[config.mk]
export PLATFORM = sky130hd
export DESIGN_NAME = mbox_send_engine
export DESIGN_NICKNAME = d
export VERILOG_FILES = /design/src/rtl/mbox_send_pkg.sv /design/src/rtl/mbox_cmd_decode.sv /design/src/rtl/mbox_byte_merge.sv /design/src/rtl/mbox_send_fsm.sv /design/src/rtl/mbox_send_engine.sv
export SDC_FILE = /design/constraint.sdc
export NUM_CORES = 1
export LEC_CHECK = 0
export BUFFER_PORTS_ARGS = -buffer_cell sky130_fd_sc_hd__clkbuf_2
export CAP_MARGIN = 10
export CELL_PAD_IN_SITES_DETAIL_PLACEMENT = 1
export CELL_PAD_IN_SITES_GLOBAL_PLACEMENT = 2
export CORE_UTILIZATION = 27
export DETAILED_ROUTE_END_ITERATION = 10
export PLACE_DENSITY = 0.85
export SYNTH_ARGS = -nofsm -noshare
export SYNTH_HDL_FRONTEND = slang
export SYNTH_SLANG_ARGS = --single-unit
[constraint.sdc]
create_clock -name clk_i -period 4.2 [get_ports clk_i]
set_input_delay 0.84 -clock clk_i [delete_from_list [all_inputs] [get_ports clk_i]]
set_output_delay 0.84 -clock clk_i [all_outputs]
set_load 0.005 [all_outputs]
[src/rtl/mbox_send_pkg.sv]
package mbox_send_pkg;
  localparam int unsigned CMD_W    = 64;
  localparam int unsigned WORD_W   = 32;
  localparam int unsigned LANES    = WORD_W / 8;
  localparam int unsigned ID_LSB   = 16;
  localparam int unsigned ID_W     = 10;
  localparam int unsigned KEEP_LSB = 27;
  localparam int unsigned DATA_LSB = 32;
  localparam int unsigned TADDR_W  = 16;

  typedef enum logic [2:0] {
    ST_IDLE,
    ST_READ,
    ST_WAIT_READ,
    ST_WRITE,
    ST_DONE
  } state_e;
endpackage

[src/rtl/mbox_cmd_decode.sv]
module mbox_cmd_decode
  import mbox_send_pkg::*;
#(
  parameter int unsigned               ADDR_W    = 16,
  parameter int unsigned               WIN_W     = 12,
  parameter int unsigned               NUM_CORES = 16,
  parameter logic [WIN_W-1:0]          MAIL_OFF  = 12'h008,
  parameter logic [WIN_W-1:0]          ANY_OFF   = 12'h110,
  parameter logic [TADDR_W-1:0]        MBOX_BASE = 16'h1000
) (
  input  logic               we_i,
  input  logic               wide_i,
  input  logic [ADDR_W-1:0]  addr_i,
  input  logic [CMD_W-1:0]   data_i,
  output logic               start_o,
  output logic               err_o,
  output logic [ID_W-1:0]    core_o,
  output logic [TADDR_W-1:0] taddr_o,
  output logic [LANES-1:0]   keep_o,
  output logic [WORD_W-1:0]  word_o
);
  localparam int unsigned LIM_W = ID_W + 1;
  localparam logic [LIM_W-1:0] CORE_LIMIT = LIM_W'(NUM_CORES);
  localparam logic [TADDR_W-1:0] MBOX_WORDS = MBOX_BASE + TADDR_W'(32'h20);

  logic hit_mail, hit_any, bad_id;
  logic unused_bits;

  assign hit_mail = we_i && wide_i && (addr_i[WIN_W-1:0] == MAIL_OFF);
  assign hit_any  = we_i && wide_i && (addr_i[WIN_W-1:0] == ANY_OFF);
  assign core_o   = data_i[ID_LSB +: ID_W];
  assign bad_id   = {1'b0, core_o} >= CORE_LIMIT;
  assign start_o  = (hit_mail || hit_any) && !bad_id;
  assign err_o    = (hit_mail || hit_any) && bad_id;
  assign keep_o   = data_i[KEEP_LSB +: LANES];
  assign word_o   = data_i[DATA_LSB +: WORD_W];

  // mailbox: one of eight words; direct: full address in the command
  always_comb begin
    if (hit_mail) taddr_o = MBOX_WORDS + {{(TADDR_W-5){1'b0}}, data_i[4:2], 2'b00};
    else          taddr_o = data_i[TADDR_W-1:0];
  end

  assign unused_bits = ^{addr_i[ADDR_W-1:WIN_W], data_i[31], data_i[26]};
endmodule

[src/rtl/mbox_byte_merge.sv]
module mbox_byte_merge #(
  parameter int unsigned LANES = 4
) (
  input  logic [LANES-1:0]   keep_i,
  input  logic [LANES*8-1:0] old_i,
  input  logic [LANES*8-1:0] new_i,
  output logic [LANES*8-1:0] merged_o
);
  for (genvar l = 0; l < LANES; l++) begin : g_lane
    assign merged_o[l*8 +: 8] = keep_i[l] ? old_i[l*8 +: 8] : new_i[l*8 +: 8];
  end
endmodule

[src/rtl/mbox_send_fsm.sv]
module mbox_send_fsm
  import mbox_send_pkg::*;
(
  input  logic clk_i,
  input  logic rst_ni,
  input  logic cmd_valid_i,
  input  logic start_i,
  input  logic err_i,
  input  logic need_read_i,
  input  logic m_ready_i,
  input  logic m_rvalid_i,
  output logic cmd_ready_o,
  output logic accept_o,
  output logic capture_o,
  output logic m_valid_o,
  output logic m_we_o,
  output logic rsp_valid_o,
  output logic rsp_err_o
);
  state_e state_q, state_d;
  logic   err_q;

  assign cmd_ready_o = (state_q == ST_IDLE);
  assign accept_o    = cmd_ready_o && cmd_valid_i;
  assign capture_o   = (state_q == ST_WAIT_READ) && m_rvalid_i;
  assign m_valid_o   = (state_q == ST_READ) || (state_q == ST_WRITE);
  assign m_we_o      = (state_q == ST_WRITE);
  assign rsp_valid_o = (state_q == ST_DONE);
  assign rsp_err_o   = rsp_valid_o && err_q;

  always_comb begin
    state_d = state_q;
    unique case (state_q)
      ST_IDLE: begin
        if (cmd_valid_i) begin
          if (start_i) state_d = need_read_i ? ST_READ : ST_WRITE;
          else         state_d = ST_DONE;
        end
      end
      ST_READ:      if (m_ready_i)  state_d = ST_WAIT_READ;
      ST_WAIT_READ: if (m_rvalid_i) state_d = ST_WRITE;
      ST_WRITE:     if (m_ready_i)  state_d = ST_DONE;
      ST_DONE:      state_d = ST_IDLE;
      default:      state_d = ST_IDLE;
    endcase
  end

  always_ff @(posedge clk_i or negedge rst_ni) begin
    if (!rst_ni) begin
      state_q <= ST_IDLE;
      err_q   <= 1'b0;
    end else begin
      state_q <= state_d;
      if (accept_o) err_q <= err_i;
    end
  end

  AST_ONE_INFLIGHT: assert property (@(posedge clk_i) disable iff (!rst_ni)
    accept_o |=> !cmd_ready_o);
  AST_REQ_HOLD: assert property (@(posedge clk_i) disable iff (!rst_ni)
    m_valid_o && !m_ready_i |=> m_valid_o && $stable(m_we_o));
  AST_RSP_AFTER_WRITE: assert property (@(posedge clk_i) disable iff (!rst_ni)
    m_valid_o && m_we_o && m_ready_i |=> rsp_valid_o && !rsp_err_o);
  AST_RSP_PULSE: assert property (@(posedge clk_i) disable iff (!rst_ni)
    rsp_valid_o |=> !rsp_valid_o && cmd_ready_o);
endmodule

[src/rtl/mbox_send_engine.sv]
module mbox_send_engine
  import mbox_send_pkg::*;
#(
  parameter int unsigned        ADDR_W    = 16,
  parameter int unsigned        WIN_W     = 12,
  parameter int unsigned        NUM_CORES = 16,
  parameter logic [WIN_W-1:0]   MAIL_OFF  = 12'h008,
  parameter logic [WIN_W-1:0]   ANY_OFF   = 12'h110,
  parameter logic [TADDR_W-1:0] MBOX_BASE = 16'h1000
) (
  input  logic               clk_i,
  input  logic               rst_ni,
  input  logic               cmd_valid_i,
  output logic               cmd_ready_o,
  input  logic               cmd_we_i,
  input  logic               cmd_wide_i,
  input  logic [ADDR_W-1:0]  cmd_addr_i,
  input  logic [CMD_W-1:0]   cmd_wdata_i,
  output logic               rsp_valid_o,
  output logic               rsp_err_o,
  output logic [CMD_W-1:0]   rsp_rdata_o,
  output logic               m_valid_o,
  input  logic               m_ready_i,
  output logic               m_we_o,
  output logic [TADDR_W-1:0] m_addr_o,
  output logic [ID_W-1:0]    m_core_o,
  output logic [WORD_W-1:0]  m_wdata_o,
  input  logic               m_rvalid_i,
  input  logic [WORD_W-1:0]  m_rdata_i
);
  logic               dec_start, dec_err, accept, capture;
  logic [ID_W-1:0]    dec_core, core_q;
  logic [TADDR_W-1:0] dec_taddr, taddr_q;
  logic [LANES-1:0]   dec_keep, keep_q;
  logic [WORD_W-1:0]  dec_word, word_q, old_q;

  mbox_cmd_decode #(
    .ADDR_W(ADDR_W), .WIN_W(WIN_W), .NUM_CORES(NUM_CORES),
    .MAIL_OFF(MAIL_OFF), .ANY_OFF(ANY_OFF), .MBOX_BASE(MBOX_BASE)
  ) i_decode (
    .we_i(cmd_we_i), .wide_i(cmd_wide_i), .addr_i(cmd_addr_i), .data_i(cmd_wdata_i),
    .start_o(dec_start), .err_o(dec_err), .core_o(dec_core), .taddr_o(dec_taddr),
    .keep_o(dec_keep), .word_o(dec_word)
  );

  mbox_send_fsm i_fsm (
    .clk_i(clk_i), .rst_ni(rst_ni), .cmd_valid_i(cmd_valid_i),
    .start_i(dec_start), .err_i(dec_err), .need_read_i(|dec_keep),
    .m_ready_i(m_ready_i), .m_rvalid_i(m_rvalid_i),
    .cmd_ready_o(cmd_ready_o), .accept_o(accept), .capture_o(capture),
    .m_valid_o(m_valid_o), .m_we_o(m_we_o),
    .rsp_valid_o(rsp_valid_o), .rsp_err_o(rsp_err_o)
  );

  mbox_byte_merge #(.LANES(LANES)) i_merge (
    .keep_i(keep_q), .old_i(old_q), .new_i(word_q), .merged_o(m_wdata_o)
  );

  always_ff @(posedge clk_i or negedge rst_ni) begin
    if (!rst_ni) begin
      core_q  <= '0;
      taddr_q <= '0;
      keep_q  <= '0;
      word_q  <= '0;
      old_q   <= '0;
    end else begin
      if (accept) begin
        core_q  <= dec_core;
        taddr_q <= dec_taddr;
        keep_q  <= dec_keep;
        word_q  <= dec_word;
        old_q   <= '0;   // zero mask: merge against zero
      end
      if (capture) old_q <= m_rdata_i;
    end
  end

  assign m_addr_o    = taddr_q;
  assign m_core_o    = core_q;
  assign rsp_rdata_o = '0;

  AST_READ_NEEDS_KEEP: assert property (@(posedge clk_i) disable iff (!rst_ni)
    m_valid_o && !m_we_o |-> keep_q != '0);
  AST_ZERO_KEEP_WRITES: assert property (@(posedge clk_i) disable iff (!rst_ni)
    accept && dec_start && dec_keep == '0 |=> m_valid_o && m_we_o);
  AST_ERR_NO_ACCESS: assert property (@(posedge clk_i) disable iff (!rst_ni)
    accept && !dec_start |=> rsp_valid_o && !m_valid_o);
  AST_TAG_HOLD: assert property (@(posedge clk_i) disable iff (!rst_ni)
    m_valid_o && !m_ready_i |=> $stable(m_addr_o) && $stable(m_core_o));
endmodule

Yosys cells after proc, flatten, opt, wreduce, memory -nomap -nowiden --
Index checks and enable logic that the tools add are counted.
Cells by class: add/sub/neg operators 1, $lt $le $gt $ge 1, equality and inequality tests 10, mux-type cells 14, reduce and logical (&&, ||, !) cells 15
Operator list (count):
- $mux W32 | 2
- $mux W8 | 4
- $mux W16 | 1
- $mux W3 | 5
- $add A13 B5 Y14 const A | 1
- $eq A12 B4 Y1 const B | 1
- $eq A12 B9 Y1 const B | 1
- $pmux W3 S4 | 1
- $ge A10 B5 Y1 const B | 1
- $logic_and A1 B1 Y1 | 8
- $ne A2 B2 Y1 const B | 4
- $eq A3 B2 Y1 const B | 2
- $reduce_and A4 Y1 | 1
- $reduce_or A4 Y1 | 1
- $eq A3 B1 Y1 const B | 1
- $eq A3 B3 Y1 const B | 1
- $logic_not A3 Y1 | 1
- $logic_or A1 B1 Y1 | 2
- $mux W2 | 1
- $reduce_bool A2 Y1 | 1
- $logic_not A1 Y1 | 1
Storage, ports and cells: register bits after elaboration 98, output and inout bits 127, word-level logic and storage cells 48

Logic depth before layout (Yosys ltp) --
Gate-level depths: netlist of run 1.
depth in word-level cells 7, gate-level depth with buffers 6

Hierarchy --
From an unflattened synthesis of run 1, not the netlist that was laid out.
Second synthesis, totals: cells, all modules 409, area, all modules 5625.4 µm²
Modules (own cells, without submodules):
- mbox_send_engine | instances 1, cells an instance 269, area each 4252.8 µm², seq. area each 2352.3 µm²
- mbox_cmd_decode | instances 1, cells an instance 78, area each 569.3 µm², seq. area each 0.0 µm²
- mbox_byte_merge | instances 1, cells an instance 36, area each 525.5 µm², seq. area each 0.0 µm²
- mbox_send_fsm | instances 1, cells an instance 26, area each 277.8 µm², seq. area each 100.1 µm²

Worst setup path after synthesis of run 1 --
OpenSTA, ideal clock, no wires.
kind input -> register, from in cmd_wdata_i[22], to reg i_fsm.state_q[0], library setup time 0.066 ns, arrival time 1.868 ns, required time 4.134 ns, slack 2.266 ns, stages 4, cell sequence or4_4 > nor3_2 > nor3b_2 > o311a_1
On the way: longest elaborated chain between the ends 6
Ends and longest elaborated chain:
- start, declared | line mbox_send_engine.sv:18 | input logic [CMD_W-1:0] cmd_wdata_i,
- $ge A10 B5 Y1 | line mbox_cmd_decode.sv:32 | assign bad_id = {1'b0, core_o} >= CORE_LIMIT;
- $logic_not A1 Y1 | line mbox_cmd_decode.sv:33 | assign start_o = (hit_mail || hit_any) && !bad_id;
- $logic_and A1 B1 Y1 | line mbox_cmd_decode.sv:33
- $mux W3 | line mbox_send_fsm.sv:36 | if (start_i) state_d = need_read_i ? ST_READ : ST_WRITE;
- $mux W3 | line mbox_send_fsm.sv:35 | if (cmd_valid_i) begin
- $pmux W3 S4 | line mbox_send_fsm.sv:33 | unique case (state_q)
- end signal, assigned | line mbox_send_fsm.sv:53 | state_q <= state_d;
- end, declared | line mbox_send_fsm.sv:20 | state_e state_q, state_d;
Every way passes these cells. The select of a mux whose other input is x is not followed. A chain may end at the register's enable or synchronous reset.

Final worst setup path of run 1 --
from reg keep_q[0], to out m_wdata_o[5]
On the way: longest elaborated chain between the ends 1
Ends and longest elaborated chain:
- start, declared | line mbox_send_engine.sv:34 | logic [LANES-1:0] dec_keep, keep_q;
- start signal, assigned | line mbox_send_engine.sv:70 | keep_q <= dec_keep;
- $mux W8 | line mbox_byte_merge.sv:10 | assign merged_o[l*8 +: 8] = keep_i[l] ? old_i[l*8 +: 8] : new_i[l*8 +: 8];
- end, declared | line mbox_send_engine.sv:27 | output logic [WORD_W-1:0] m_wdata_o,
Every way passes these cells.

==> results.json, run 1 <==
{
  "worst_setup_path_start_kind": "flip-flop",
  "clock_tree.htree_level_count": 3,
  "relSlewSlack": 0.311,
  "post-cts-setup-buffer-count": 0,
  "setup-violations-final": 0,
  "number_of_synthesis_warnings": 0,
  "worstPathArrival_ns": 1.49,
  "cts_inserted_buffers": 9,
  "cap_viol_max_count": 0,
  "routed_wirelength_um": 13200,
  "netlist_instances": 518,
  "wire_per_inst_um": 14.6,
  "ws_path_type": "reg -> out",
  "clock_tree_from_tritoncts": "yes",
  "io-pin-count": 246,
  "power.leakage_nw": 3.39,
  "starting_drc_count_in_detailed_routing": 109,
  "gp_congestion": 0.730,
  "power.density_cell_area_nw_per_um2": 404,
  "postCtsResizedCells": 0,
  "avgSynthCellArea_um2": 9.15,
  "route.antenna.remaining_nets": 0,
  "flow.area_growth_from_synthesis_pct": 24.8,
  "ys_ff_latch": 98,
  "stdcell_area_um2": 5920,
  "cell_at_the_slowest_stage_of_the_critical_path": "sky130_fd_sc_hd__dfrtp_1",
  "final_cell_mix": "sky130_fd_sc_hd__nand2_1 (214), sky130_fd_sc_hd__clkbuf_2 (174), sky130_fd_sc_hd__dfrtp_1 (98), sky130_fd_sc_hd__conb_1 (64), sky130_fd_sc_hd__nand3_1 (33)",
  "grt_pass1_wl_um": 20900,
  "synth_mux_area_frac": 0.0760,
  "fp.dieArea_um2": 18100,
  "critPathMaxFanout": 9,
  "clock-skew-final_ns": 0.00742,
  "tightest_slew_ns": 1.03,
  "synth-adder-area-share": 0,
  "clk_latency_ns": 0.34,
  "layout_filler_cell_count": 2081,
  "compound_cell_area_share_of_the_yosys_netlist": 0.0322,
  "placed_area_um2": 5580,
  "xor_xnor_share_of_the_synthesized_area": 0.00185,
  "power.ir.vdd_worst_uv": 168,
  "period_needed_ns": 2.33,
  "timing.final.hold_violations": 0,
  "end_kind": "primary output",
  "numPortBuffers": 175,
  "grt_overflow_total": 0,
  "chip_height_um": 135,
  "placementRows": 48,
  "cts.root.buffer_cell": "sky130_fd_sc_hd__clkbuf_16",
  "netlist_area_um2": 4740,
  "gr-usage-all-layers": 0.150,
  "initial_core_utilization": 0.275,
  "crit_path_cell_trace": "mux2_2 -> clkbuf_2",
  "clock-sinks": 98,
  "result_of_the_run": "finished, final reports clean",
  "synth_top_cell_area_share": 0.517,
  "clock_tree.buffer_depth": 2,
  "worstHoldPathType": "reg -> reg",
  "antenna_found_initial": 0,
  "synth_largest_area_cell": "sky130_fd_sc_hd__dfrtp_1",
  "synth_cell_type_count": 33,
  "vias_per_instance": 4.29,
  "maximum_number_of_pins_on_one_net_before_global_route_repair": 62,
  "crit_path_start": "keep_q[0]",
  "clkSlewWorstSetupHoldPaths_ns": 0.07,
  "seq_area_frac_synth": 0.517,
  "max_freq_ghz": 0.430,
  "core-area_um2": 17200,
  "rsz0062_at_grt": "no",
  "cp.required_ns": 3.36,
  "die_width_um": 135,
  "slowest_stage_delay_cp_ns": 0.63,
  "final.setup.tns_ns": 0,
  "hold_path_startpoint": "word_q[22]",
  "vias": 3899,
  "grt_pass1_vias": 3998,
  "antenna_cells_inserted": 0,
  "number_of_hold_buffers_added_after_cts": 0,
  "layout.cells.most_common": "sky130_fd_sc_hd__nand2_1",
  "regToRegStartpoint": "i_fsm.state_q[2]",
  "synthSimpleGateAreaFrac": 0.241,
  "drcViolationCount": 0,
  "detailed_place_hpwl_um": 9500,
  "design.final.nets": 799,
  "layout-drive-gt1-share": 0.348,
  "firstDrtPassIters": 6,
  "final_slew_violations": 0,
  "synth.area.top_cells": "sky130_fd_sc_hd__dfrtp_1 (52%), sky130_fd_sc_hd__nand2_1 (17%), sky130_fd_sc_hd__buf_4 (10%)",
  "main_combinational_cell_family_by_area_after_synthesis": "simple AND/OR/NAND/NOR gates",
  "layout_worst_path_cycle_share": 0.554
}
## critical path: cells and delay by family (launching register included)
family	cells	cell delay [ns]
buf+inv	1	0.12
flops	1	0.63
mux	1	0.39
## layer usage
metal	part of all wire	track usage	up-vias	wire length, um
met1	0.44	0.185	1903	5830
met3	0.051	0.0364	6	672
met4	0.0090	0.0431	0	119
met2	0.50	0.259	137	6620
met5	0	0	-	0
li1	-	-	1853	-
## area by class of cell
class	instances	area, um^2	share of cell area
clock buffers	10	239	0.0404
clock inverters	5	103	0.0173
inverters	3	11.3	0.00190
multi-input cells	388	1920	0.324
flip-flops and latches	98	2450	0.414
well taps	225	282	0.0476
repair buffers	180	916	0.155
## flip-flops by register name, summed over array words and instances (netlist names)
register / count
m_addr_o: 16
m_core_o: 10
word_q: 32
i_fsm.state_q: 3
keep_q: 4
old_q: 32
i_fsm.err_q: 1
## stage by stage
step / power, mW / utilization / setup slack (ns) / hold WS (ns) / cells
finish: 2.39 / 0.343 / 1.87 / 0.469 / 909
global route: 2.51 / 0.343 / 1.72 / 0.501 / 909
CTS: 2.43 / 0.343 / 1.81 / 0.477 / 909
detailed placement: 1.46 / 0.324 / 1.80 / 0.459 / 894
global placement: 1.45 / 0.324 / 1.80 / 0.455 / 894
floorplan: 1.30 / - / 2.27 / 0.435 / 581
## worst paths after layout
path	end	depth (start not counted)	slack, ns
setup / recovery	m_wdata_o[5]	2	1.87
hold / removal	word_q[22]	2	0.47
setup reg to reg	m_addr_o[1]	4	1.94
hold reg to reg	word_q[22]	2	0.47
max in group asynchronous	m_addr_o[2]	2	2.86
min in group asynchronous	old_q[4]	1	0.51
## synthesized netlist by cell type
cell type / n
sky130_fd_sc_hd__nand2_1: 214
sky130_fd_sc_hd__dfrtp_1: 98
sky130_fd_sc_hd__buf_4: 64
sky130_fd_sc_hd__nand3_1: 34
sky130_fd_sc_hd__mux2_2: 32
sky130_fd_sc_hd__clkbuf_1: 15
sky130_fd_sc_hd__a22o_1: 11
sky130_fd_sc_hd__buf_2: 8
sky130_fd_sc_hd__nor2_1: 4
sky130_fd_sc_hd__a21oi_1: 3
sky130_fd_sc_hd__and2_1: 3
sky130_fd_sc_hd__buf_1: 3
sky130_fd_sc_hd__inv_1: 3
sky130_fd_sc_hd__and2b_2: 2
sky130_fd_sc_hd__and3_1: 2
sky130_fd_sc_hd__buf_6: 2
sky130_fd_sc_hd__nor3_1: 2
sky130_fd_sc_hd__nor3_2: 2
sky130_fd_sc_hd__nor4_1: 2
sky130_fd_sc_hd__a21oi_2: 1
sky130_fd_sc_hd__a31o_1: 1
sky130_fd_sc_hd__and4bb_2: 1
sky130_fd_sc_hd__conb_1: 1
sky130_fd_sc_hd__nand2_2: 1
sky130_fd_sc_hd__nor2b_1: 1
sky130_fd_sc_hd__nor3b_1: 1
sky130_fd_sc_hd__nor3b_2: 1
sky130_fd_sc_hd__o21ai_1: 1
sky130_fd_sc_hd__o311a_1: 1
sky130_fd_sc_hd__o41ai_1: 1
sky130_fd_sc_hd__or3_1: 1
sky130_fd_sc_hd__or4_4: 1
sky130_fd_sc_hd__xor2_1: 1
## logic make-up (layout without fill, tap and decap cells)
kind of cell,count (synthesis),count (layout)
multiplexers,32,32
AND/OR/NAND/NOR,272,272
XOR/XNOR,1,1
other,1,64
buffers and inverters,95,198
flip-flops,98,98
AO/OA/AOI/OAI,19,19
## power breakdown
group	total [mW]	switching [mW]	leakage, nW	internal, mW
Sequential	1.08	0.0587	1.26	1.02
Clock	0.960	0.365	0.165	0.595
Combinational	0.351	0.180	1.97	0.171
Note: power is estimated with default switching activity, not from simulation.
==> run 2: changes to the inputs <==
--- a/config.mk
+++ b/config.mk
@@ -9,9 +9,9 @@
 export CAP_MARGIN = 10
 export CELL_PAD_IN_SITES_DETAIL_PLACEMENT = 1
 export CELL_PAD_IN_SITES_GLOBAL_PLACEMENT = 2
-export CORE_UTILIZATION = 27
+export CORE_UTILIZATION = 23
 export DETAILED_ROUTE_END_ITERATION = 10
-export PLACE_DENSITY = 0.85
+export PLACE_DENSITY = 0.77
 export SYNTH_ARGS = -nofsm -noshare
 export SYNTH_HDL_FRONTEND = slang
 export SYNTH_SLANG_ARGS = --single-unit
==> constraint.sdc (replaced) <==
create_clock -name clk_i -period 2.1 [get_ports clk_i]
set_input_delay 0.42 -clock clk_i [delete_from_list [all_inputs] [get_ports clk_i]]
set_output_delay 0.42 -clock clk_i [all_outputs]
set_load 0.005 [all_outputs]
==> run 2 against run 1 <==
  * Total power up 91%
  * Routed wire length rose by 3.7%
  * Via count decreased by 1.1%
  * Highest routed layer unchanged
  * Sequential share of layout area decreased by 0.71 points
  * Die area is 17% higher
  * Largest cell class unchanged
  * Utilization fell by 4.6 points
  * Critical path depth stayed put
  * Flip-flop and latch count stayed put
  * Design area grew 1.8%
  * Final cell count is 5.8% higher
  * Clock power grew 76%
==> results.json, run 2 (same netlist as run 1, synthesis figures left out) <==
{
  "gp_congestion": 0.704,
  "dp_cells": 946,
  "power.ir.vdd_worst_uv": 273,
  "r2r_end": "old_q[8]",
  "power.total_mw": 4.57,
  "power.leakage_nw": 3.42,
  "crit_path_cell_trace": "mux2_2 -> clkbuf_2",
  "clock-skew-final_ns": 0.00625,
  "clock-sinks": 98,
  "grt_overflow_total": 0,
  "power_switching_mw": 1.21,
  "io-pin-count": 246,
  "flow.area_growth_from_synthesis_pct": 27.0,
  "period_needed_ns": 1.92,
  "number_of_hold_buffers_added_after_cts": 0,
  "final_cell_mix": "sky130_fd_sc_hd__nand2_1 (214), sky130_fd_sc_hd__clkbuf_2 (174), sky130_fd_sc_hd__dfrtp_1 (98), sky130_fd_sc_hd__conb_1 (64), sky130_fd_sc_hd__nand3_1 (33)",
  "final.setup.tns_ns": 0,
  "clock_tree_from_tritoncts": "yes",
  "design.final.nets": 806,
  "vias_per_instance": 4.01,
  "rsz0062_at_grt": "no",
  "chip_height_um": 146,
  "route.antenna.remaining_nets": 0,
  "power.density_cell_area_nw_per_um2": 759,
  "slowest_stage_delay_cp_ns": 0.64,
  "worst_setup_path_start_kind": "flip-flop",
  "max_freq_ghz": 0.521,
  "antenna_found_initial": 0,
  "layout.cells.most_common": "sky130_fd_sc_hd__nand2_1",
  "starting_drc_count_in_detailed_routing": 102,
  "clkSlewWorstSetupHoldPaths_ns": 0.07,
  "numPortBuffers": 175,
  "cap_viol_max_count": 0,
  "final_slew_violations": 0,
  "drcViolationCount": 0,
  "result_of_the_run": "finished, final reports clean",
  "layout-drive-gt1-share": 0.354,
  "sequential_share_of_power": 0.473,
  "regToRegStartpoint": "i_fsm.state_q[2]",
  "cell_at_the_slowest_stage_of_the_critical_path": "sky130_fd_sc_hd__dfrtp_1",
  "detailed_place_hpwl_um": 10100,
  "netSwitchingFraction": 0.265,
  "gr-usage-all-layers": 0.134,
  "pwr-share-clk": 0.369,
  "cp.required_ns": 1.68,
  "worstHoldPathType": "in -> async",
  "ws_path_type": "reg -> out",
  "power.combinational.fraction": 0.159,
  "antenna_cells_inserted": 0,
  "grt_pass1_vias": 4059,
  "layout_worst_path_cycle_share": 0.914,
  "clock_tree.htree_level_count": 3,
  "setup-violations-final": 0,
  "fp.dieArea_um2": 21200,
  "cts.root.buffer_cell": "sky130_fd_sc_hd__clkbuf_16",
  "core-area_um2": 20200,
  "end_kind": "primary output",
  "postCtsResizedCells": 0,
  "wire_per_inst_um": 14.3,
  "firstDrtPassIters": 4,
  "internal_dissipation_mw": 3.36,
  "ff2ff_setup_slack_ns": 0.39,
  "maximum_number_of_pins_on_one_net_before_global_route_repair": 33,
  "clock_tree.buffer_depth": 2,
  "grt_pass1_wl_um": 22100,
  "post-cts-setup-buffer-count": 0,
  "placementRows": 52,
  "critPathMaxFanout": 9,
  "worstPathArrival_ns": 1.50,
  "routed_wirelength_um": 13700,
  "vias": 3857,
  "timing.final.hold_violations": 0,
  "cts_inserted_buffers": 9,
  "worst-r2r-cell-count": 5,
  "die_width_um": 146,
  "finalNonFillerCells": 962,
  "clk_latency_ns": 0.34,
  "initial_core_utilization": 0.234
}
-- run 2: changes by cell type in the layout (fill, tap and decap cells not counted), sizes merged --
cell	before	now
buf	6	13
clkinv	1	2
clkbuf	184	186
bufinv	3	1
-- run 2: worst max-delay path by stage --
stage	endpoint	slack [ns]	start
final	m_wdata_o[19]	0.18	keep_q[2]
after global routing	m_wdata_o[3]	0.09	keep_q[0]
after CTS	m_wdata_o[14]	0.12	keep_q[1]
after detailed placement	i_fsm.state_q[0]	0.21	cmd_wdata_i[22]
after global placement	i_fsm.state_q[0]	0.23	cmd_wdata_i[22]
after floorplan	i_fsm.state_q[0]	0.59	cmd_wdata_i[22]
-- run 2: layer usage --
layer | up-vias | global-route usage | part of all wire
met5 | - | 0 | 0
met4 | 0 | 0.0442 | 0.011
met3 | 9 | 0.0313 | 0.055
met2 | 126 | 0.222 | 0.48
met1 | 1857 | 0.172 | 0.46
li1 | 1865 | - | -
-- run 2: per-stage QoR --
stage | setup WS (ns) | util | instance area (um^2) | hold WS (ns)
2_1_floorplan | 0.586 | - | 4980 | 0.124
5_1_grt | 0.0924 | 0.298 | 6020 | 0.0282
3_5_place_dp | 0.206 | 0.283 | 5720 | 0.391
3_3_place_gp | 0.234 | 0.283 | 5720 | 0.384
4_1_cts | 0.125 | 0.298 | 6020 | 0.00630
6_report | 0.182 | 0.298 | 6020 | 0.00941
-- run 2: final cells by class --
cell class | count | area, um^2
clock inverter | 4 | 51.3
sequential | 98 | 2450
timing repair buffer | 187 | 1010
tap | 270 | 338
inverter | 3 | 11.3
multi-input combinational | 388 | 1920
clock buffer | 12 | 246
fill | 2462 | 14200
-- run 2: power groups by stage --
stage	registers, mW	clock network (mW)	logic, mW
floorplan	2.15	0	0.457
global placement	2.19	0	0.735
detailed placement	2.20	0	0.748
CTS	2.17	1.78	0.750
global route	2.19	1.82	0.822
finish	2.16	1.69	0.726
-- run 2: critical path: cells and delay by family (launching register included) --
family | cells | cell delay [ns]
buffers and inverters | 1 | 0.12
DFF | 1 | 0.64
muxes | 1 | 0.40
==> run 3: changes to the inputs <==
--- a/config.mk
+++ b/config.mk
@@ -9,6 +9,7 @@
 export CAP_MARGIN = 10
 export CELL_PAD_IN_SITES_DETAIL_PLACEMENT = 1
 export CELL_PAD_IN_SITES_GLOBAL_PLACEMENT = 2
+export CORE_ASPECT_RATIO = 1.4
 export CORE_UTILIZATION = 23
 export DETAILED_ROUTE_END_ITERATION = 10
 export PLACE_DENSITY = 0.77
==> constraint.sdc (replaced) <==
create_clock -name clk_i -period 2.1 [get_ports clk_i]
set_input_delay 0.42 -clock clk_i [delete_from_list [all_inputs] [get_ports clk_i]]
set_output_delay 0.42 -clock clk_i [all_outputs]
set_load 0.1 [all_outputs]
==> run 3 against run 2 <==
  * Critical path depth did not move
  * Sequential share of layout area shrank 0.21 points
  * Die area about the same
  * Final cell count down 1.2%
  * Global-route usage is 0.58 points higher
  * Flip-flop and latch count did not move
  * Via count up 0.52%
  * Clock power shrank 4%
  * Clock-buffer cell count decreased by 3
  * Fmax fell by 5.6%
  * Design area up 0.77%
  * Critical endpoint is now m_wdata_o[29]
  * Highest routed layer unchanged
==> results.json, run 3 (same netlist as run 1, synthesis figures left out) <==
{
  "vias_per_instance": 4.08,
  "post-cts-setup-buffer-count": 0,
  "layout_filler_cell_count": 2422,
  "worst_setup_path_start_kind": "flip-flop",
  "clk_latency_ns": 0.35,
  "utilization": 0.303,
  "final_slew_violations": 0,
  "starting_drc_count_in_detailed_routing": 164,
  "firstDrtPassIters": 4,
  "detailed_place_hpwl_um": 10700,
  "power.density_cell_area_nw_per_um2": 1010,
  "critPathMaxFanout": 9,
  "setup-violations-final": 0,
  "antenna_found_initial": 0,
  "slowest_stage_delay_cp_ns": 0.52,
  "vias": 3877,
  "chip_height_um": 172,
  "rsz0062_at_grt": "no",
  "relSlewSlack": 0.619,
  "die_width_um": 123,
  "layout-drive-gt1-share": 0.372,
  "clock_tree_from_tritoncts": "yes",
  "grt_pass1_wl_um": 22000,
  "cp.required_ns": 1.68,
  "ws_path_type": "reg -> out",
  "crit_path_cell_trace": "mux2_2 -> clkbuf_2",
  "fp.dieArea_um2": 21200,
  "cts.root.buffer_cell": "sky130_fd_sc_hd__clkbuf_16",
  "core-area_um2": 20000,
  "drcViolationCount": 0,
  "numPortBuffers": 175,
  "result_of_the_run": "finished, final reports clean",
  "power.ir.vdd_worst_uv": 367,
  "gr-usage-all-layers": 0.140,
  "grt_pass1_vias": 4055,
  "grt_overflow_total": 0,
  "max_freq_ghz": 0.492,
  "routed_wirelength_um": 14400,
  "cell_at_the_slowest_stage_of_the_critical_path": "sky130_fd_sc_hd__dfrtp_2",
  "ff2ff_setup_slack_ns": 0.45,
  "period_needed_ns": 2.03,
  "initial_core_utilization": 0.237,
  "cts_inserted_buffers": 9,
  "timing.final.hold_violations": 0,
  "placementRows": 61,
  "worstPathArrival_ns": 1.61,
  "io-pin-count": 246,
  "wire_per_inst_um": 15.2,
  "worstHoldPathType": "in -> reg",
  "clock-sinks": 98,
  "critical_path.n_buffers_inverters": 1,
  "final_cell_mix": "sky130_fd_sc_hd__nand2_1 (214), sky130_fd_sc_hd__clkbuf_2 (173), sky130_fd_sc_hd__dfrtp_1 (93), sky130_fd_sc_hd__conb_1 (64), sky130_fd_sc_hd__nand3_1 (33)",
  "flow.area_growth_from_synthesis_pct": 28.0,
  "dp_cells": 933,
  "cap_viol_max_count": 0,
  "antenna_cells_inserted": 0,
  "tightest_slew_ns": 0.575,
  "clock_tree.buffer_depth": 2,
  "cpLargestDelayFamily": "flip-flops",
  "power.leakage_nw": 3.44,
  "clkSlewWorstSetupHoldPaths_ns": 0.08,
  "clock-skew-final_ns": 0.0132,
  "maximum_number_of_pins_on_one_net_before_global_route_repair": 40,
  "layout.cells.most_common": "sky130_fd_sc_hd__nand2_1",
  "end_kind": "primary output",
  "route.antenna.remaining_nets": 0,
  "finalNonFillerCells": 950,
  "design.final.nets": 812,
  "gp_congestion": 0.722,
  "layout_worst_path_cycle_share": 0.968,
  "clock_tree.htree_level_count": 3
}
run 3: repair_timing:
item,CTS,global route
gates resized for setup,3,0
hold buffers,1,0
setup endpoints to repair,24,0
hold endpoints to repair,5,0
run 3: report_power, final:
| part | leakage (nW) | internal [mW] | switching (mW) |
|---|---|---|---|
| Clock | 0.129 | 0.822 | 0.808 |
| Combinational | 2.05 | 0.367 | 1.96 |
| Sequential | 1.26 | 2.04 | 0.109 |
run 3: worst paths after layout:
| kind | startpoint | to | cells past startpoint |
|---|---|---|---|
| max | keep_q[3] | m_wdata_o[29] | 2 |
| min | cmd_wdata_i[38] | word_q[6] | 3 |
| max reg2reg | i_fsm.state_q[1] | m_addr_o[10] | 4 |
| min reg2reg | word_q[28] | word_q[28] | 2 |
| max in group asynchronous | rst_ni | keep_q[3] | 3 |
| min in group asynchronous | rst_ni | word_q[14] | 2 |
run 3: metal layers:
layer	vias to the layer above	track usage	wire, um
met3	10	0.0350	1010
met1	1826	0.167	5880
met2	165	0.243	7340
met4	0	0.0456	181
met5	-	0	0
li1	1876	-	-
run 3: cell type report:
cell class                      instances  area, um^2  area share
Sequential cell                        98        2460       0.405
Multi-Input combinational cell        388        1940       0.320
Timing Repair Buffer                  193        1060       0.174
Tap cell                              252         315      0.0520
Clock buffer                            9         225      0.0371
Clock inverter                          7        57.6     0.00948
Inverter                                3        11.3     0.00186
run 3: worst min-delay path, stage by stage:
cell and delay (ns):
sky130_fd_sc_hd__clkbuf_2 0.08, sky130_fd_sc_hd__nand2_1 0.04, sky130_fd_sc_hd__nand2_1 0.04
run 3: through the flow:
step	hold WS [ns]	cell area [um^2]	setup WS (ns)	setup TNS, ns	power (mW)
after CTS	0.236	6070	0.0353	0	6.22
after detailed placement	0.248	5770	0.198	0	4.54
after floorplan	0.124	5020	-0.113	-0.125	4.19
after global placement	0.249	5770	0.220	0	4.53
after global routing	0.245	6070	0.00227	0	6.37
final	0.252	6070	0.0672	0	6.11
